File: src/rtl/omsg_irq_pkg.sv
package omsg_irq_pkg;
  localparam int REG_W   = 32;
  localparam int N_MSG   = 2;
  localparam int B_MSG0  = 0;
  localparam int B_MSG1  = 1;
  localparam int B_DB    = 3;
  localparam int B_PQ    = 5;
  localparam logic [REG_W-1:0] EVT_BITS =
    (REG_W'(1) << B_PQ) | (REG_W'(1) << B_DB) |
    (REG_W'(1) << B_MSG1) | (REG_W'(1) << B_MSG0);

  typedef enum logic [1:0] {
    SEL_STAT = 2'd0,
    SEL_MASK = 2'd1,
    SEL_POST = 2'd2,
    SEL_NONE = 2'd3
  } sel_e;
endpackage

File: src/rtl/omsg_rst_sync.sv
module omsg_rst_sync #(
  parameter int STAGES = 2
) (
  input  logic clk,
  input  logic rst_n,
  output logic rst_sn
);
  logic [STAGES-1:0] sync_q;

  always_ff @(posedge clk or negedge rst_n) begin
    if (!rst_n) sync_q <= '0;
    else        sync_q <= {sync_q[STAGES-2:0], 1'b1};
  end

  assign rst_sn = sync_q[STAGES-1];
endmodule

File: src/rtl/omsg_msg_bits.sv
module omsg_msg_bits #(
  parameter int N = 2
) (
  input  logic         clk,
  input  logic         rst_n,
  input  logic [N-1:0] set_i,
  input  logic [N-1:0] clr_i,
  output logic [N-1:0] q_o
);
  for (genvar i = 0; i < N; i++) begin : g_bit
    logic q, d;

    // a set in the same cycle as a clear wins
    always_comb begin
      d = q;
      if (clr_i[i]) d = 1'b0;
      if (set_i[i]) d = 1'b1;
    end

    always_ff @(posedge clk or negedge rst_n) begin
      if (!rst_n) q <= 1'b0;
      else        q <= d;
    end

    assign q_o[i] = q;
  end
endmodule

File: src/rtl/omsg_post_fifo.sv
module omsg_post_fifo #(
  parameter int DEPTH = 8,
  parameter int DW    = 32
) (
  input  logic          clk,
  input  logic          rst_n,
  input  logic          push_i,
  input  logic [DW-1:0] push_data_i,
  input  logic          pop_i,
  output logic [DW-1:0] pop_data_o,
  output logic          nonempty_o,
  output logic          full_o,
  output logic          drop_o
);
  localparam int AW = (DEPTH > 1) ? $clog2(DEPTH) : 1;
  localparam int CW = $clog2(DEPTH + 1);
  localparam logic [AW-1:0] LAST = AW'(DEPTH - 1);

  logic [DW-1:0] mem [DEPTH];
  logic [AW-1:0] wr_q, wr_d, rd_q, rd_d;
  logic [CW-1:0] cnt_q, cnt_d;
  logic          do_push, do_pop;

  assign nonempty_o = (cnt_q != '0);
  assign full_o     = (cnt_q == CW'(DEPTH));
  assign do_pop     = pop_i & nonempty_o;
  assign do_push    = push_i & (~full_o | do_pop);
  assign drop_o     = push_i & full_o & ~do_pop;
  assign pop_data_o = nonempty_o ? mem[rd_q] : '1;

  always_comb begin
    wr_d  = wr_q;
    rd_d  = rd_q;
    cnt_d = cnt_q;
    if (do_push) wr_d = (wr_q == LAST) ? '0 : wr_q + AW'(1);
    if (do_pop)  rd_d = (rd_q == LAST) ? '0 : rd_q + AW'(1);
    if (do_push && !do_pop)      cnt_d = cnt_q + CW'(1);
    else if (do_pop && !do_push) cnt_d = cnt_q - CW'(1);
  end

  always_ff @(posedge clk or negedge rst_n) begin
    if (!rst_n) begin
      wr_q  <= '0;
      rd_q  <= '0;
      cnt_q <= '0;
    end else begin
      wr_q  <= wr_d;
      rd_q  <= rd_d;
      cnt_q <= cnt_d;
    end
  end

  // storage carries no reset; the count guards every read
  always_ff @(posedge clk) begin
    if (do_push) mem[wr_q] <= push_data_i;
  end
endmodule

File: src/rtl/omsg_irq_ctrl.sv
module omsg_irq_ctrl
  import omsg_irq_pkg::*;
#(
  parameter int POST_DEPTH = 8
) (
  input  logic             clk,
  input  logic             rst_n,
  input  logic             host_en,
  input  logic             host_we,
  input  logic [1:0]       host_sel,
  input  logic [REG_W-1:0] host_wdata,
  output logic [REG_W-1:0] host_rdata,
  input  logic [N_MSG-1:0] loc_msg_set,
  input  logic             loc_db_pend,
  input  logic             loc_push,
  input  logic [REG_W-1:0] loc_push_data,
  output logic             irq_out,
  output logic             ovf_out
);
  logic             rst_sn;
  logic             wr_stat, wr_mask, rd_any, pop;
  logic [N_MSG-1:0] msg_clr, msg_q;
  logic [REG_W-1:0] pop_data, raw_stat, vis_stat, mask_q, mask_d, rdata_d;
  logic             pq_pend, pq_full, drop, irq_d;

  omsg_rst_sync #(.STAGES(2)) u_rst (
    .clk(clk), .rst_n(rst_n), .rst_sn(rst_sn)
  );

  assign wr_stat = host_en & host_we  & (host_sel == SEL_STAT);
  assign wr_mask = host_en & host_we  & (host_sel == SEL_MASK);
  assign rd_any  = host_en & ~host_we;
  assign pop     = rd_any & (host_sel == SEL_POST);

  always_comb begin
    msg_clr = '0;
    msg_clr[0] = wr_stat & host_wdata[B_MSG0];
    msg_clr[1] = wr_stat & host_wdata[B_MSG1];
  end

  omsg_msg_bits #(.N(N_MSG)) u_msg (
    .clk(clk), .rst_n(rst_sn), .set_i(loc_msg_set), .clr_i(msg_clr), .q_o(msg_q)
  );

  omsg_post_fifo #(.DEPTH(POST_DEPTH), .DW(REG_W)) u_fifo (
    .clk(clk), .rst_n(rst_sn),
    .push_i(loc_push), .push_data_i(loc_push_data), .pop_i(pop),
    .pop_data_o(pop_data), .nonempty_o(pq_pend), .full_o(pq_full), .drop_o(drop)
  );

  always_comb begin
    raw_stat         = '0;
    raw_stat[B_PQ]   = pq_pend;
    raw_stat[B_DB]   = loc_db_pend;
    raw_stat[B_MSG1] = msg_q[1];
    raw_stat[B_MSG0] = msg_q[0];
    vis_stat         = raw_stat;
    vis_stat[B_PQ]   = pq_pend & ~mask_q[B_PQ];
  end

  always_comb begin
    mask_d = mask_q;
    if (wr_mask) mask_d = host_wdata & EVT_BITS;
  end

  always_comb begin
    rdata_d = host_rdata;
    if (rd_any) begin
      case (host_sel)
        SEL_STAT: rdata_d = vis_stat;
        SEL_MASK: rdata_d = mask_q;
        SEL_POST: rdata_d = pop_data;
        default:  rdata_d = '0;
      endcase
    end
  end

  assign irq_d = |(raw_stat & ~mask_q);

  always_ff @(posedge clk or negedge rst_sn) begin
    if (!rst_sn) begin
      mask_q     <= '0;
      host_rdata <= '0;
      irq_out    <= 1'b0;
      ovf_out    <= 1'b0;
    end else begin
      mask_q     <= mask_d;
      host_rdata <= rdata_d;
      irq_out    <= irq_d;
      ovf_out    <= drop;
    end
  end
endmodule

File: config.mk
export PLATFORM = sky130hd
export DESIGN_NAME = omsg_irq_ctrl
export DESIGN_NICKNAME = d
export VERILOG_FILES = /design/src/rtl/omsg_irq_pkg.sv /design/src/rtl/omsg_rst_sync.sv /design/src/rtl/omsg_msg_bits.sv /design/src/rtl/omsg_post_fifo.sv /design/src/rtl/omsg_irq_ctrl.sv
export SDC_FILE = /design/constraint.sdc
export NUM_CORES = 1
export LEC_CHECK = 0
export ABC_CLOCK_PERIOD_IN_PS = 2400
export BUFFER_PORTS_ARGS = -buffer_cell sky130_fd_sc_hd__buf_4
export CAP_MARGIN = 20
export CORE_AREA = 2 2 151 153
export CTS_CLUSTER_DIAMETER = 200
export DETAILED_ROUTE_END_ITERATION = 8
export DIE_AREA = 0 0 153 155
export PLACE_DENSITY = 0.78
export SYNTH_ARGS = -nofsm -noshare
export SYNTH_HDL_FRONTEND = slang
export SYNTH_HIERARCHICAL = 1
export SYNTH_SLANG_ARGS = --single-unit
File: constraint.sdc
create_clock -name clk -period 2.4 [get_ports clk]
set_clock_uncertainty 0.2 [all_clocks]
set_input_delay 0.36 -clock clk [delete_from_list [all_inputs] [get_ports clk]]
set_output_delay 0.36 -clock clk [all_outputs]
set_load 0.1 [all_outputs]
==> metrics <==
status finished with violations; failing checks setup timing; DR DRC count 0; Setup violations, final 2; DR vias/cell 6.05; first-pass GRT wire length 40,300 um; Leakage 0.00529 uW; Gate Count Post-Synth 557; Core ar. 0.0222 mm2; final non-filler cell total 1,042; FMAX 376 MHz; average size of a mapped cell 21.4 um2; RSZ-0062 raised after global routing true; Starting Density 0.536; Seq pwr share 0.400; CTS tree done; gpl congestion 0.755; Slew @ Worst Pin 772 ps; Detailed Route WL 26,200 um; Detailed Place HPWL 15,100 um; CTS Buf Count 30; Wirelength per Cell 25.1 um; RR Startpoint u_fifo/cnt_q[1]; layout cells sized above 1 0.366; post-route ant nets 0; synthesized cell area 0.0119 mm2; htree depth 1; ANT cells 0; die width 153 um; Detailed Route Iter0 Violations 566; clock power share 0.262; syn nets about 640; Port Buffer Count 79; clock latency at the later pin of the worst-skew pair roughly 570 ps; maximum fanout along the worst path 3; IO Pins 108; Critical R2R Capture u_fifo/cnt_q[3]; Peak VDD IR 926 uV; max-slew violations 0; total track usage 0.225; chip height about 160 um; crit path DAT ~2900 ps; commonest non-fill, non-tap cell in the layout edfxtp_1; Worst-path clk slew 70 ps; Root Buffer clkbuf_16; Rows 55; largest net degree at the start of global routing 37; most frequent cells in the layout edfxtp_1, buf_4, mux4_2; Comb pwr share 0.339; Period minus WS final about 2700 ps; max-cap viol count 0; Sink Count about 310; Fin Setup TNS -395 ps; placed cells 939; final worst path period share 1.11; final hold violations 0; Switch Pwr ~5900 uW; Vias between 6k and 7k; Synth warnings 6; Internal Power between 10,000 and 15,000 uW; HP Class flop to async pin; R2R Setup Slk -260 ps; Critical Path End Type flop; maximum root-to-sink buffer count 3; vias in the first global route just under 7k; die area 0.0237 mm2; cell depth of the worst flop-to-flop path 10; CP required roughly 2600 ps; initial antenna violation count 0; slew margin rel. 0.486; CP Launch Type flop; GRT overflow 0; fin nets 815; critical path class flop to flop; Sw Share 0.324; Area growth syn-to-layout 25.1%; Power per Cell Area ~1200 mW/mm2; Initial DRT Pass Iterations 4; Worst Setup Slack, final -259 ps
==> metrics by stage <==
step | instance area [um2] | util | hold slack [ps] | power [uW] | setup WS, ps
2_1_floorplan | 12000 | - | -136 | 11300 | -481
3_3_place_gp | 13400 | 0.603 | -55.6 | 13100 | -200
3_5_place_dp | 13400 | 0.603 | -55.5 | 13400 | -269
4_1_cts | 14900 | 0.669 | 14.7 | 18200 | -246
5_1_grt | 14900 | 0.670 | 25.6 | 18800 | -335
6_report | 14900 | 0.670 | 1.34 | 18200 | -259
==> layer usage <==
metal | track usage | part of all wire | up-vias
li1 | - | - | 2687
met1 | 0.292 | 0.39 | 3285
met2 | 0.396 | 0.52 | 276
met3 | 0.0384 | 0.065 | 52
met4 | 0.0644 | 0.026 | 0
met5 | 0 | 0 | -
==> sequential cells by signal, summed over array words and instances, names as in the netlist <==
| name | count |
|---|---|
| host_rdata | 32 |
| irq_out | 1 |
| mask_q | 4 |
| ovf_out | 1 |
| u_fifo/cnt_q | 4 |
| u_fifo/mem | 256 |
| u_fifo/rd_q | 3 |
| u_fifo/wr_q | 3 |
| u_msg/g_bit.q | 2 |
| u_rst/sync_q | 2 |
==> final cells by class <==
type,count,area (um2)
clock buffer,47,875
clock inverter,9,138
fill,1362,7330
inverter,7,28.8
multi-input combinational,211,2810
sequential,308,8990
tap,285,357
timing repair buffer,175,1690
==> power groups by stage <==
stage          logic, uW  clock network (uW)  registers, uW
2_1_floorplan       3190                   0           8160
3_3_place_gp        5840                   0           7280
3_5_place_dp        6000                   0           7360
4_1_cts             6150                4820           7280
5_1_grt             6470                5020           7350
6_report            6160                4760           7270
==> worst max-delay path by stage <==
stage | from | endpoint | slack, ps | cells past startpoint
floorplan | u_fifo/cnt_q[1] | u_fifo/cnt_q[3] | -480 | 9
finish | u_fifo/cnt_q[1] | u_fifo/cnt_q[3] | -260 | 10
global placement | u_fifo/cnt_q[1] | u_fifo/cnt_q[3] | -200 | 9
CTS | u_fifo/cnt_q[1] | u_fifo/cnt_q[3] | -250 | 9
global route | u_fifo/cnt_q[2] | u_fifo/cnt_q[3] | -330 | 10
detailed placement | u_fifo/cnt_q[1] | u_fifo/cnt_q[3] | -270 | 9
==> critical path: stages, from the launching register on <==
cell and delay, ps:
dfrtp_1 400, or4b_4 550, o21ai_4 160, inv_2 60
ha_4 170, inv_4 70, buf_6 100, ha_1 250
a21oi_2 180, mux2i_1 240, o211ai_1 130
==> repair_timing <==
| item | CTS | global route |
|---|---|---|
| hold endpoints to repair | 268 | 0 |
| setup endpoints to repair | 67 | 3 |
| hold buffers | 44 | 0 |
| gates resized for setup | 1 | 7 |
| setup buffers | 2 | 1 |
| pin swaps | 6 | 2 |
Power figures use the tool's default switching activity.
